**config.mk**
```make
export PLATFORM = sky130hd
export DESIGN_NAME = xlat_region_sel
export DESIGN_NICKNAME = d
export VERILOG_FILES = /design/src/rtl/rsel_pkg.sv /design/src/rtl/rsel_span_mask.sv /design/src/rtl/rsel_region_hit.sv /design/src/rtl/rsel_arbiter.sv /design/src/rtl/rsel_out_reg.sv /design/src/rtl/xlat_region_sel.sv
export SDC_FILE = /design/constraint.sdc
export NUM_CORES = 1
export LEC_CHECK = 0
export ABC_AREA = 1
export ABC_CLOCK_PERIOD_IN_PS = 1600
export BUFFER_PORTS_ARGS = -buffer_cell sky130_fd_sc_hd__buf_2
export CAP_MARGIN = 10
export CORE_AREA = 2 2 70 72
export DETAILED_ROUTE_END_ITERATION = 6
export DIE_AREA = 0 0 72 74
export GPL_ROUTABILITY_DRIVEN = 0
export PLACE_DENSITY = 0.8
export SETUP_SLACK_MARGIN = 0.1
export SYNTH_ARGS = -nofsm -noshare
export SYNTH_HDL_FRONTEND = slang
export SYNTH_SLANG_ARGS = --single-unit
```
**constraint.sdc**
```tcl
create_clock -name clk -period 1.6 [get_ports clk]
set_clock_uncertainty 0.2 [all_clocks]
set_input_delay 0 -clock clk [delete_from_list [all_inputs] [get_ports clk]]
set_output_delay 0 -clock clk [all_outputs]
set_load 0.005 [all_outputs]
```
**src/rtl/rsel_pkg.sv**
```systemverilog
package rsel_pkg;
  // one-hot outcome, bit order {fault, region1, region0}
  typedef enum logic [2:0] {
    PICK_R0    = 3'b001,
    PICK_R1    = 3'b010,
    PICK_FAULT = 3'b100
  } pick_t;
endpackage

```
**src/rtl/rsel_span_mask.sv**
```systemverilog
// Marks the address bits that take part in a region test.
module rsel_span_mask #(
  parameter int ADDR_W = 64,
  parameter int SZ_W   = 6,
  parameter int TAG_W  = 8
) (
  input  logic [SZ_W-1:0]   span,
  input  logic              ign,
  output logic [ADDR_W-1:0] mask
);
  logic [31:0] span_w;
  assign span_w = 32'(span);

  for (genvar p = 0; p < ADDR_W; p++) begin : g_bit
    localparam bit IN_TAG = (p >= ADDR_W - TAG_W);
    // bit p is inside the top 'span' bits and not in an ignored tag byte
    assign mask[p] = ((span_w + 32'(p)) >= 32'(ADDR_W)) && !(ign && IN_TAG);
  end
endmodule

```
**src/rtl/rsel_region_hit.sv**
```systemverilog
// Tests the masked address bits against the region's fill pattern.
module rsel_region_hit #(
  parameter int ADDR_W    = 64,
  parameter bit WANT_ONES = 1'b0
) (
  input  logic [ADDR_W-1:0] addr,
  input  logic [ADDR_W-1:0] mask,
  output logic              hit
);
  logic [ADDR_W-1:0] kept;
  assign kept = addr & mask;

  if (WANT_ONES) begin : g_ones
    assign hit = (kept == mask);
  end else begin : g_zero
    assign hit = (kept == '0);
  end
endmodule

```
**src/rtl/rsel_arbiter.sv**
```systemverilog
// Ordered choice between the two regions, then the disable override.
module rsel_arbiter
  import rsel_pkg::*;
(
  input  logic  live0,
  input  logic  live1,
  input  logic  hit0,
  input  logic  hit1,
  input  logic  off0,
  input  logic  off1,
  output pick_t pick
);
  pick_t cand;

  always_comb begin
    if (live0 && hit0)      cand = PICK_R0;
    else if (live1 && hit1) cand = PICK_R1;
    else if (!live0)        cand = PICK_R0;
    else if (!live1)        cand = PICK_R1;
    else                    cand = PICK_FAULT;

    pick = cand;
    if ((cand == PICK_R0 && off0) || (cand == PICK_R1 && off1)) pick = PICK_FAULT;
  end
endmodule

```
**src/rtl/rsel_out_reg.sv**
```systemverilog
// Single-entry output register with valid/ready on both sides.
module rsel_out_reg #(
  parameter int W = 3
) (
  input  logic         clk,
  input  logic         rst_n,
  input  logic         in_valid,
  output logic         in_ready,
  input  logic [W-1:0] in_data,
  output logic         out_valid,
  input  logic         out_ready,
  output logic [W-1:0] out_data
);
  assign in_ready = !out_valid || out_ready;

  always_ff @(posedge clk or negedge rst_n) begin
    if (!rst_n) begin
      out_valid <= 1'b0;
      out_data  <= '0;
    end else if (in_ready) begin
      out_valid <= in_valid;
      if (in_valid) out_data <= in_data;
    end
  end
endmodule

```
**src/rtl/xlat_region_sel.sv**
```systemverilog
module xlat_region_sel
  import rsel_pkg::*;
#(
  parameter int ADDR_W  = 64,
  parameter int SZ_W    = 6,
  parameter int TAG_W   = 8,
  parameter int SEL_BIT = 55
) (
  input  logic              clk,
  input  logic              rst_n,
  input  logic              in_valid,
  output logic              in_ready,
  input  logic [ADDR_W-1:0] in_addr,
  input  logic [SZ_W-1:0]   in_span0,
  input  logic [SZ_W-1:0]   in_span1,
  input  logic              in_tag_ign0,
  input  logic              in_tag_ign1,
  input  logic              in_off0,
  input  logic              in_off1,
  output logic              out_valid,
  input  logic              out_ready,
  output logic              out_sel0,
  output logic              out_sel1,
  output logic              out_fault
);
  localparam int NREG  = 2;
  localparam int PICKW = $bits(pick_t);

  logic [SZ_W-1:0]   span [NREG];
  logic [ADDR_W-1:0] mask [NREG];
  logic [NREG-1:0]   hit;
  logic [NREG-1:0]   live;
  logic              tag_ign;
  pick_t             pick;
  logic [PICKW-1:0]  held;

  assign span[0] = in_span0;
  assign span[1] = in_span1;
  assign tag_ign = in_addr[SEL_BIT] ? in_tag_ign1 : in_tag_ign0;

  for (genvar r = 0; r < NREG; r++) begin : g_region
    assign live[r] = |span[r];

    rsel_span_mask #(.ADDR_W(ADDR_W), .SZ_W(SZ_W), .TAG_W(TAG_W)) u_mask (
      .span (span[r]),
      .ign  (tag_ign),
      .mask (mask[r])
    );

    rsel_region_hit #(.ADDR_W(ADDR_W), .WANT_ONES(r == 1)) u_hit (
      .addr (in_addr),
      .mask (mask[r]),
      .hit  (hit[r])
    );
  end

  rsel_arbiter u_arb (
    .live0 (live[0]),
    .live1 (live[1]),
    .hit0  (hit[0]),
    .hit1  (hit[1]),
    .off0  (in_off0),
    .off1  (in_off1),
    .pick  (pick)
  );

  rsel_out_reg #(.W(PICKW)) u_out (
    .clk       (clk),
    .rst_n     (rst_n),
    .in_valid  (in_valid),
    .in_ready  (in_ready),
    .in_data   (PICKW'(pick)),
    .out_valid (out_valid),
    .out_ready (out_ready),
    .out_data  (held)
  );

  assign {out_fault, out_sel1, out_sel0} = held;
endmodule

```
==> results.sh, run 1 <==
export IMPL_hpwl_microns=7130
export IMPL_status="complete, but fails checks"
export IMPL_wl_per_cell_microns=13.8
export IMPL_hold_viol=1
export IMPL_synth_common_cells="nand2_1 (180), inv_1 (70), nor2_1 (65)"
export IMPL_yosysMostFrequentCell="nand2_1"
export IMPL_area_growth_pct=59.0
export IMPL_worstReg2RegStart="u_out.out_valid"
export IMPL_synth_cell_area_sq_mm=0.00221
export IMPL_die_w_microns=72
export IMPL_max_clock_freq_ghz=0.540
export IMPL_cp_cell_sequence="buf_2 > nor2_4 > buf_4 > nor2_1 > nand2_1 > nand2_1 > nor2_1 > nand2_1 > nor2_2 > nand3_2 > nand3_2 > nand2_1 > inv_1 > nand3_1 > nand2_1 > inv_1"
export IMPL_yosys_area_top_type="nand2_1"
export IMPL_clockBufferDepth=2
export IMPL_synth_edf_count=0
export IMPL_cts_root_buf="clkbuf_8"
export IMPL_synthCells=460
export IMPL_start_util=0.481
export IMPL_insertion_delay_ns=0.23
export IMPL_grt_total_usage=0.331
export IMPL_netlist_top_cells_area="nand2_1 (31%), inv_1 (12%), nor2_1 (11%)"
export IMPL_vias=3612
export IMPL_fillers=381
export IMPL_ys_seq_area_frac=0.0452
export IMPL_cp_slowest_cell="nor2_4"
export IMPL_met3WireLength_microns=1060
export IMPL_rrSetupSlack_ns=0.18
export IMPL_grt_pass1_vias=3278
export IMPL_ys_seq_elements=4
export IMPL_drv_slew=0
export IMPL_critPathRequiredTime_ns=1.52
export IMPL_post_dp_cell_area_sq_mm=0.00317
export IMPL_synth_area_per_cell_sq_um=4.81
export IMPL_grt_overflow_total=0
export IMPL_cp_num_buf_inv=4
export IMPL_firstDrtPassIters=7
export IMPL_synth_top_area_share=0.305
export IMPL_p_comb_frac=0.698
export IMPL_multiInputGateArea_sq_mm=0.00199
export IMPL_cts_tree="yes"
export IMPL_numPortBuffers=87
export IMPL_core_area_sq_mm=0.00460
export IMPL_synth_distinct_cells=31
export IMPL_antenna_cells=0
export IMPL_cts_clk_slew_worst_paths_ns=0.04
export IMPL_cellPowerDensity_mw_per_mm2=320
export IMPL_cp_arrival_ns=1.77
export IMPL_nets=714
export IMPL_post_route_util=0.765
export IMPL_grt_pass1_wl_microns=14000
export IMPL_grt_max_degree=10
export IMPL_vias_per_cell=5.40
export IMPL_totalWireLength_microns=9220
export IMPL_min_path_cells=6
export IMPL_drtAntennaViolNets=0
export IMPL_power_w=0.00113
export IMPL_crit_path_start_kind="primary input"
export IMPL_syn_nets=557
export IMPL_setup_ws_ns=-0.251
export IMPL_std_cell_rows=25
export IMPL_cp_startpoint="in_span1[1]"
export IMPL_cp_slowest_stage_delay_ns=0.21
export IMPL_top_layer_used="met4"
export IMPL_cts_max_level=1
export IMPL_wl_met2_microns=4080
export IMPL_antenna_found_initial=0
export IMPL_power_share_clock=0.206
export IMPL_static_leakage_power_nw=2.02
export IMPL_drc=0
export IMPL_final_min_clock_period_ns=1.85
export IMPL_p_sw_w=0.000509
export IMPL_pin_count=89
export IMPL_design_area_sq_mm=0.00352
export IMPL_rsz0062_at_grt="yes"
export IMPL_timing_hold_ws_ns=-0.0135
export IMPL_async_reset_ff_frac=1.00
export IMPL_setup_viol=3
export IMPL_worst_pin_slew_ns=0.278
export IMPL_timing_setup_critical_path_class="in -> reg"
export IMPL_hold_class="in -> reg"
export IMPL_fin_crit_sh=1.16
export IMPL_path_depth=16
export IMPL_violations="hold timing, setup timing"
export IMPL_cellInternalPower_w=0.000618
export IMPL_irDropWorstVdd_v=0.000176
export IMPL_critPathTopFamily="simple AND/OR/NAND/NOR gates"
export IMPL_pre_cts_slack_ns=-0.466
export IMPL_sequentialPowerShare=0.096
export IMPL_swShare=0.451
export IMPL_cts_sinks=4
export IMPL_cts_buffers=3
export IMPL_wl_met1_microns=3480
export IMPL_r2r_end="u_out.out_valid"
export IMPL_yosysWarnings=0
export IMPL_cp_max_fo=6
export IMPL_die_y_microns=74
export IMPL_dieArea_sq_mm=0.00533
export IMPL_synthFlopType="dfrtp_1"
export IMPL_relSlewSlack=0.809
export IMPL_ff_latch_area_sq_um=100
export IMPL_crit_top_cell="nand2_1"
export IMPL_cap_viol_max_count=0
export IMPL_crit_end="u_out.out_data[2]"
export IMPL_r2r_cells=4
export IMPL_end_kind="register"
export IMPL_drive_gt1_frac=0.353
export IMPL_drt_iter0_drc=468
cell usage in the layout, fill, tap and decap left out, types with 9 or more instances in the layout:
master     n
a21oi_1   20
o21ai_0   29
buf_2     83
inv_1     59
nand3_1   20
nand2_2   13
inv_2      9
ha_4       9
buf_4     65
nand2_1  171
nor2_1    61
registers in the layout, indices dropped and copies added, names as in the netlist:
name             cells
u_out.out_valid      1
u_out.out_data       3
area by class of cell:
cell class	instances	area share
multi-input combinational	375	0.566
sequential	4	0.0285
clock buffer	3	0.0117
timing repair buffer	159	0.291
inverter	74	0.0840
tap	54	0.0192
metrics by stage:
stage | instances | TNS, ns | hold WS (ns)
after floorplan | 460 | -0.00826 | -0.496
after global placement | 649 | -1.19 | -0.395
after detailed placement | 649 | -1.34 | -0.388
after CTS | 666 | -0.123 | 0.0128
after global routing | 669 | -0.879 | 0.0419
final | 669 | -0.537 | -0.0135
power by group through the flow:
stage,registers (W),clock network [W],logic (W)
after floorplan,0.000110,0,0.000339
after global placement,0.000109,0,0.000670
after detailed placement,0.000109,0,0.000681
after CTS,0.000108,0.000226,0.000738
after global routing,0.000108,0.000229,0.000856
final,0.000108,0.000232,0.000787
timing repair:
| item | CTS | global route |
|---|---|---|
| pin swaps | 21 | 16 |
| hold buffers | 7 | 0 |
| hold endpoints to repair | 8 | 0 |
| resized for setup | 30 | 15 |
| setup endpoints to repair | 3 | 4 |
| setup buffers | 7 | 3 |
worst min-delay path, stage by stage:
cell and delay [ns]:
buf_2 0.08, inv_1 0.03, nand2_1 0.09, nand2_2 0.07, nand2_1 0.07, o21ai_2 0.05
metal layers:
metal / GRT usage / vias up
met5: 0 / -
met4: 0.180 / 0
met3: 0.0285 / 65
met2: 0.568 / 257
met1: 0.414 / 1550
li1: - / 1740
worst min-delay path by stage:
stage / startpoint / to
2_1_floorplan: rst_n / u_out.out_data[0]
3_3_place_gp: rst_n / u_out.out_valid
3_5_place_dp: rst_n / u_out.out_valid
4_1_cts: out_ready / u_out.out_data[1]
5_1_grt: out_ready / u_out.out_data[1]
6_report: out_ready / u_out.out_data[1]
cells by family (layout without fill, tap and decap cells):
kind of cell	Yosys count	in the layout	synth area share
AOI/OAI and AO/OA	67	67	0.165
adders and majority gates	13	13	0.0735
buffers and inverters	81	236	0.149
DFF	4	4	0.0453
muxes	1	1	0.00453
and+or+nand+nor	294	294	0.563
Note: power is estimated with default switching activity, not from simulation.
==> run 2: changes to the inputs <==
--- a/config.mk
+++ b/config.mk
@@ -9,12 +9,13 @@
 export ABC_CLOCK_PERIOD_IN_PS = 1600
 export BUFFER_PORTS_ARGS = -buffer_cell sky130_fd_sc_hd__buf_2
 export CAP_MARGIN = 10
-export CORE_AREA = 2 2 70 72
+export CORE_AREA = 2 2 79 81
 export DETAILED_ROUTE_END_ITERATION = 6
-export DIE_AREA = 0 0 72 74
+export DIE_AREA = 0 0 81 83
 export GPL_ROUTABILITY_DRIVEN = 0
-export PLACE_DENSITY = 0.8
+export PLACE_DENSITY = 0.77
 export SETUP_SLACK_MARGIN = 0.1
 export SYNTH_ARGS = -nofsm -noshare
 export SYNTH_HDL_FRONTEND = slang
+export SYNTH_HIERARCHICAL = 1
 export SYNTH_SLANG_ARGS = --single-unit
==> run 2 against run 1 <==
The flow finishes with violations (setup timing). Non-clock buffer count rose by 3. Register-to-register slack better by 0.42 ns. Hold slack better by 0.025 ns. Die area up 26%. Critical endpoint is now u_out/out_data[0].
==> results.sh, run 2 <==
export IMPL_cts_sinks=4
export IMPL_cellPowerDensity_mw_per_mm2=334
export IMPL_pin_count=89
export IMPL_drv_slew=0
export IMPL_cts_tree="yes"
export IMPL_status="complete, but fails checks"
export IMPL_area_growth_pct=43.0
export IMPL_synth_top_area_share=0.432
export IMPL_synth_distinct_cells=21
export IMPL_final_cell_mix="nand2_1 (318), inv_1 (100), buf_2 (78)"
export IMPL_swShare=0.491
export IMPL_power_w=0.00137
export IMPL_r2r_end="u_out/out_data[2]"
export IMPL_setup_ws_ns=-0.381
export IMPL_antenna_cells=0
export IMPL_end_kind="register"
export IMPL_synth_edf_count=0
export IMPL_cp_startpoint="in_span1[2]"
export IMPL_yosys_area_top_type="nand2_1"
export IMPL_p_comb_frac=0.760
export IMPL_cellInternalPower_w=0.000697
export IMPL_drive_gt1_frac=0.298
export IMPL_fillers=537
export IMPL_largest_reg_flops=3
export IMPL_drtAntennaViolNets=0
export IMPL_synthFlopType="dfrtp_1"
export IMPL_reg_top3="u_out/out_data x3, u_out/out_valid x1"
export IMPL_syn_nets=740
export IMPL_cap_viol_max_count=0
export IMPL_rsz0062_at_grt="yes"
export IMPL_grt_overflow_total=0
export IMPL_yosysWarnings=6
export IMPL_post_dp_cell_area_sq_mm=0.00377
export IMPL_power_share_clock=0.157
export IMPL_synth_cell_area_sq_mm=0.00287
export IMPL_insertion_delay_ns=0.22
export IMPL_drt_iter0_drc=442
export IMPL_cp_arrival_ns=1.94
export IMPL_setup_tns_final_ns=-1.04
export IMPL_firstDrtPassIters=5
export IMPL_synthCells=656
export IMPL_worstReg2RegStart="u_out/out_valid"
export IMPL_crit_end="u_out/out_data[0]"
export IMPL_hold_class="in -> reg"
export IMPL_final_min_clock_period_ns=1.98
export IMPL_mostFrequentLayoutCell="nand2_1"
export IMPL_die_w_microns=81
export IMPL_crit_path_start_kind="primary input"
export IMPL_grt_pass1_vias=4346
export IMPL_ys_seq_elements=4
export IMPL_cp_max_fo=9
export IMPL_ys_seq_area_frac=0.0349
export IMPL_rrSetupSlack_ns=0.60
export IMPL_cts_clk_slew_worst_paths_ns=0.03
export IMPL_cts_buffers=3
export IMPL_dieArea_sq_mm=0.00672
export IMPL_antenna_found_initial=0
export IMPL_max_clock_freq_ghz=0.505
export IMPL_ff_latch_area_sq_um=100
export IMPL_p_sw_w=0.000672
export IMPL_sequentialPowerShare=0.083
export IMPL_start_util=0.493
export IMPL_violations="setup timing"
export IMPL_cts_root_buf="clkbuf_8"
export IMPL_design_area_sq_mm=0.00410
export IMPL_cts_max_level=1
export IMPL_fin_crit_sh=1.24
export IMPL_wl_per_cell_microns=13.4
export IMPL_vias=4585
export IMPL_yosysMostFrequentCell="nand2_1"
export IMPL_clockBufferDepth=2
export IMPL_hpwl_microns=9430
export IMPL_regMostFlops="u_out/out_data"
export IMPL_grt_max_degree=15
export IMPL_synth_common_cells="nand2_1 (330), inv_1 (104), nor2_1 (72)"
export IMPL_critPathRequiredTime_ns=1.56
export IMPL_irDropWorstVdd_v=0.000338
export IMPL_totalWireLength_microns=11800
export IMPL_vias_per_cell=5.22
export IMPL_grt_total_usage=0.340
export IMPL_drc=0
export IMPL_core_area_sq_mm=0.00582
export IMPL_nets=889
export IMPL_pre_cts_slack_ns=-0.661
export IMPL_timing_setup_critical_path_class="in -> reg"
export IMPL_std_cell_rows=28
export IMPL_multiInputGateArea_sq_mm=0.00230
export IMPL_async_reset_ff_frac=1.00
export IMPL_hold_viol=0
export IMPL_r2r_cells=4
export IMPL_setup_viol=3
export IMPL_grt_pass1_wl_microns=18600
export IMPL_synth_area_per_cell_sq_um=4.37
export IMPL_static_leakage_power_nw=2.70
export IMPL_netlist_top_cells_area="nand2_1 (43%), inv_1 (14%), nor2_1 (9.4%)"
export IMPL_numPortBuffers=88
export IMPL_die_y_microns=83
[run 2: cell count changes in the layout (fill, tap and decap cells not counted), sizes merged, moves of 4 or more]
cell   previous run  this run
buf             152       156
o21ai            36        26
nand3            26        35
nand4             7         1
ha               13         0
nor2             71        84
nand2           184       349
inv              72       119
a21oi            22        18
[run 2: cells by family (layout without fill, tap and decap cells)]
logic type | after synthesis | count (layout) | synth area share
flops | 4 | 4 | 0.0349
compound gates | 44 | 44 | 0.0794
other cells | 2 | 2 | 0.00262
simple gates | 469 | 469 | 0.678
buf+inv | 137 | 284 | 0.205
[run 2: area by class of cell]
class	instances	share of cell area
inverters	119	0.111
multi-input cells	515	0.561
clock buffers	3	0.0101
well taps	75	0.0229
flip-flops and latches	4	0.0244
repair buffers	162	0.270
[run 2: timing repair]
action	in CTS	in global routing
endpoints found under the hold margin	8	2
endpoints found under the setup margin	3	4
gates cloned	0	0
buffers inserted	6	1
pin swaps	29	13
gates resized for setup	41	21
hold buffers	4	1
[run 2: per-layer routing]
layer,GRT usage,up-vias,part of all wire
met2,0.595,307,0.48
met5,0,-,0
li1,-,2216,-
met1,0.396,1984,0.37
met4,0.188,0,0.057
met3,0.0304,78,0.098
[run 2: power by group through the flow]
stage               combinational (W)  clock (W)  sequential [W]
floorplan                    0.000535          0        0.000116
global placement             0.000901          0        0.000114
detailed placement           0.000919          0        0.000115
CTS                          0.000983   0.000218        0.000114
global route                  0.00114   0.000224        0.000115
finish                        0.00104   0.000215        0.000114
[run 2: worst max-delay path, stage by stage]
cell	delay, ns
buf_6	0.13
nor2_4	0.20
buf_4	0.16
a21oi_1	0.06
nand2_1	0.06
o21ai_0	0.08
nor2_1	0.15
nand2_1	0.07
nor2_1	0.11
nand2_1	0.08
nor2_2	0.16
nand2_2	0.09
nand2_2	0.08
nand2_2	0.06
nand2_2	0.08
nand2_2	0.08
nor2_2	0.11
nand3_1	0.09
nand2_1	0.08
[run 2: how the worst min path moves through the flow]
| stage | start | endpoint | depth (start not counted) |
|---|---|---|---|
| floorplan | rst_n | u_out/out_data[0] | 0 |
| finish | in_off0 | u_out/out_data[2] | 5 |
| CTS | out_ready | u_out/out_data[2] | 5 |
| global placement | rst_n | u_out/out_valid | 1 |
| global route | in_off0 | u_out/out_data[2] | 5 |
| detailed placement | rst_n | u_out/out_data[1] | 1 |
[run 2: metrics by stage]
step | utilization | hold WS, ns | instances
after floorplan | - | -0.496 | 656
after global placement | 0.649 | -0.395 | 864
after detailed placement | 0.649 | -0.387 | 864
after CTS | 0.694 | -0.0361 | 877
after global routing | 0.705 | 0.0133 | 878
final | 0.705 | 0.0113 | 878
==> run 3: changes to the inputs <==
--- a/config.mk
+++ b/config.mk
@@ -7,7 +7,7 @@
 export LEC_CHECK = 0
 export ABC_AREA = 1
 export ABC_CLOCK_PERIOD_IN_PS = 1600
-export BUFFER_PORTS_ARGS = -buffer_cell sky130_fd_sc_hd__buf_2
+export BUFFER_PORTS_ARGS = -buffer_cell sky130_fd_sc_hd__buf_4
 export CAP_MARGIN = 10
 export CORE_AREA = 2 2 79 81
 export DETAILED_ROUTE_END_ITERATION = 6
==> run 3 against run 2 <==
The flow finishes with violations (DRC, hold timing, setup timing). Clock-buffer cell count did not move. Non-clock buffer count fell by 5. Combinational power rose by 4%. Largest power group unchanged. Die area did not move. Clock power barely moved. Hold slack got worse by 0.063 ns. Cell area rose by 2.9%. Sequential share of layout area fell by 0.068 points. Sequential power barely moved. Largest cell class unchanged. Routed wire length fell by 2.2%.
==> results.sh, run 3 (synthesis results as in run 2) <==
export IMPL_rsz0062_at_grt="yes"
export IMPL_met3WireLength_microns=939
export IMPL_static_leakage_power_nw=2.72
export IMPL_dieArea_sq_mm=0.00672
export IMPL_hold_class="in -> reg"
export IMPL_antenna_found_initial=0
export IMPL_drv_slew=0
export IMPL_die_w_microns=81
export IMPL_hpwl_microns=9620
export IMPL_cp_slowest_cell="o21ai_4"
export IMPL_critPathTopFamily="simple AND/OR/NAND/NOR gates"
export IMPL_min_to="u_out/out_data[2]"
export IMPL_cp_max_fo=7
export IMPL_wl_per_cell_microns=13.2
export IMPL_mostFrequentLayoutCell="nand2_1"
export IMPL_hp_start="in_off0"
export IMPL_wl_met2_microns=5500
export IMPL_die_y_microns=83
export IMPL_cts_max_level=1
export IMPL_drtAntennaViolNets=0
export IMPL_reg_top3="u_out/out_data x3, u_out/out_valid x1"
export IMPL_grt_overflow_total=0
export IMPL_std_cell_rows=28
export IMPL_core_area_sq_mm=0.00582
export IMPL_design_area_sq_mm=0.00422
export IMPL_setup_ws_ns=-0.308
export IMPL_max_clock_freq_ghz=0.524
export IMPL_violations="DRC, hold timing, setup timing"
export IMPL_crit_top_cell="nand2_1"
export IMPL_totalWireLength_microns=11500
export IMPL_cts_tree="yes"
export IMPL_final_min_clock_period_ns=1.91
export IMPL_regMostFlops="u_out/out_data"
export IMPL_area_growth_pct=47.1
export IMPL_rrSetupSlack_ns=0.16
export IMPL_antenna_cells=0
export IMPL_largest_reg_flops=3
export IMPL_status="complete, but fails checks"
export IMPL_cts_sinks=4
export IMPL_cts_clk_slew_worst_paths_ns=0.03
export IMPL_drt_iter0_drc=402
export IMPL_min_path_cells=5
export IMPL_cp_slowest_stage_delay_ns=0.24
export IMPL_irDropWorstVdd_v=0.000373
export IMPL_grt_total_usage=0.344
export IMPL_crit_path_start_kind="primary input"
export IMPL_drc=1
export IMPL_drive_gt1_frac=0.293
export IMPL_r2r_end="u_out/out_valid"
export IMPL_start_util=0.493
export IMPL_numPortBuffers=88
export IMPL_r2r_cells=4
export IMPL_firstDrtPassIters=7
export IMPL_nets=884
export IMPL_cp_cell_sequence="buf_8 > o21ai_4 > buf_6 > inv_4 > nand2_4 > nand2_1 > nand2_1 > nand2_1 > nor2_1 > nand2_1 > nor2_2 > nand2_1 > nor2_2 > nand2_2 > nand2_2 > nand2_2 > nand2_2 > nor2_2 > nand3_1 > nand2_1"
export IMPL_cap_viol_max_count=0
export IMPL_fin_crit_sh=1.19
export IMPL_grt_pass1_vias=4287
export IMPL_cts_buffers=3
export IMPL_timing_setup_critical_path_class="in -> reg"
export IMPL_cts_root_buf="clkbuf_8"
export IMPL_top_layer_used="met4"
export IMPL_cellPowerDensity_mw_per_mm2=333
export IMPL_cp_num_buf_inv=3
export IMPL_path_depth=20
export IMPL_setup_viol=3
export IMPL_vias_per_cell=5.02
export IMPL_pre_cts_slack_ns=-0.673
export IMPL_critPathRequiredTime_ns=1.50
export IMPL_timing_hold_ws_ns=-0.0519
export IMPL_hold_viol=3
export IMPL_clockBufferDepth=2
export IMPL_pin_count=89
export IMPL_insertion_delay_ns=0.22
export IMPL_wl_met1_microns=4610
export IMPL_cp_arrival_ns=1.81
export IMPL_grt_max_degree=13
export IMPL_end_kind="register"
export IMPL_grt_pass1_wl_microns=18800
export IMPL_final_cell_mix="nand2_1 (321), buf_4 (143), inv_1 (98)"
export IMPL_worstReg2RegStart="u_out/out_valid"
export IMPL_post_dp_cell_area_sq_mm=0.00395
export IMPL_vias=4385
run 3: changes by cell type in the layout (fill, tap and decap cells not counted), moves of 3 or more:
cell,delta
buf_6,-6
buf_4,+81
nand2_1,+3
buf_2,-78
run 3: worst reg2reg max path, stage by stage, from the launching register on:
cell           delay (ns)
dfrtp_1              0.37
nand2_4              0.08
nand2_4              0.07
nand2_1              0.04
dlygate4sd3_1        0.55
run 3: report_power, final:
part / switching, W / internal, W
logic: 0.000602 / 0.000476
registers: 0.00000513 / 0.000109
clock network: 0.0000539 / 0.000161
run 3: worst max path at each step:
| stage | slack (ns) | from | end |
|---|---|---|---|
| 4_1_cts | -0.24 | in_tag_ign0 | u_out/out_data[0] |
| 5_1_grt | -0.48 | in_span1[3] | u_out/out_data[0] |
| 3_3_place_gp | -0.62 | in_addr[55] | u_out/out_data[0] |
| 3_5_place_dp | -0.67 | in_addr[55] | u_out/out_data[0] |
| 6_report | -0.31 | in_addr[55] | u_out/out_data[0] |
| 2_1_floorplan | -0.15 | in_span1[5] | u_out/out_data[1] |
run 3: layout make-up:
| class | count | area [sq um] |
|---|---|---|
| Multi-Input combinational cell | 515 | 2290 |
| Clock buffer | 3 | 41.3 |
| Timing Repair Buffer | 157 | 1240 |
| Sequential cell | 4 | 100 |
| Tap cell | 75 | 93.8 |
| Inverter | 119 | 459 |
| Fill cell | 559 | 1600 |
run 3: layer usage:
metal,track usage,vias to the layer above
met5,0,-
met4,0.160,0
met3,0.0370,52
met2,0.567,247
met1,0.439,1884
li1,-,2202
run 3: timing repair:
item                                   in CTS  in global routing
endpoints found under the hold margin       8                  0
pin swaps                                  29                 19
hold buffers                                4                  0
resized for setup                          32                 14
setup endpoints to repair                   3                  4
buffers inserted                            2                  4
run 3: metrics by stage:
| stage | instances | hold WS [ns] | utilization | setup TNS, ns | total power (W) |
|---|---|---|---|---|---|
| after global placement | 860 | -0.403 | 0.679 | -1.82 | 0.00108 |
| final | 873 | -0.0519 | 0.726 | -0.866 | 0.00141 |
| after floorplan | 656 | -0.496 | - | -0.437 | 0.000651 |
| after detailed placement | 860 | -0.399 | 0.679 | -1.94 | 0.00109 |
| after global routing | 873 | 0.00600 | 0.726 | -1.35 | 0.00152 |
| after CTS | 869 | -0.0483 | 0.714 | -0.665 | 0.00136 |
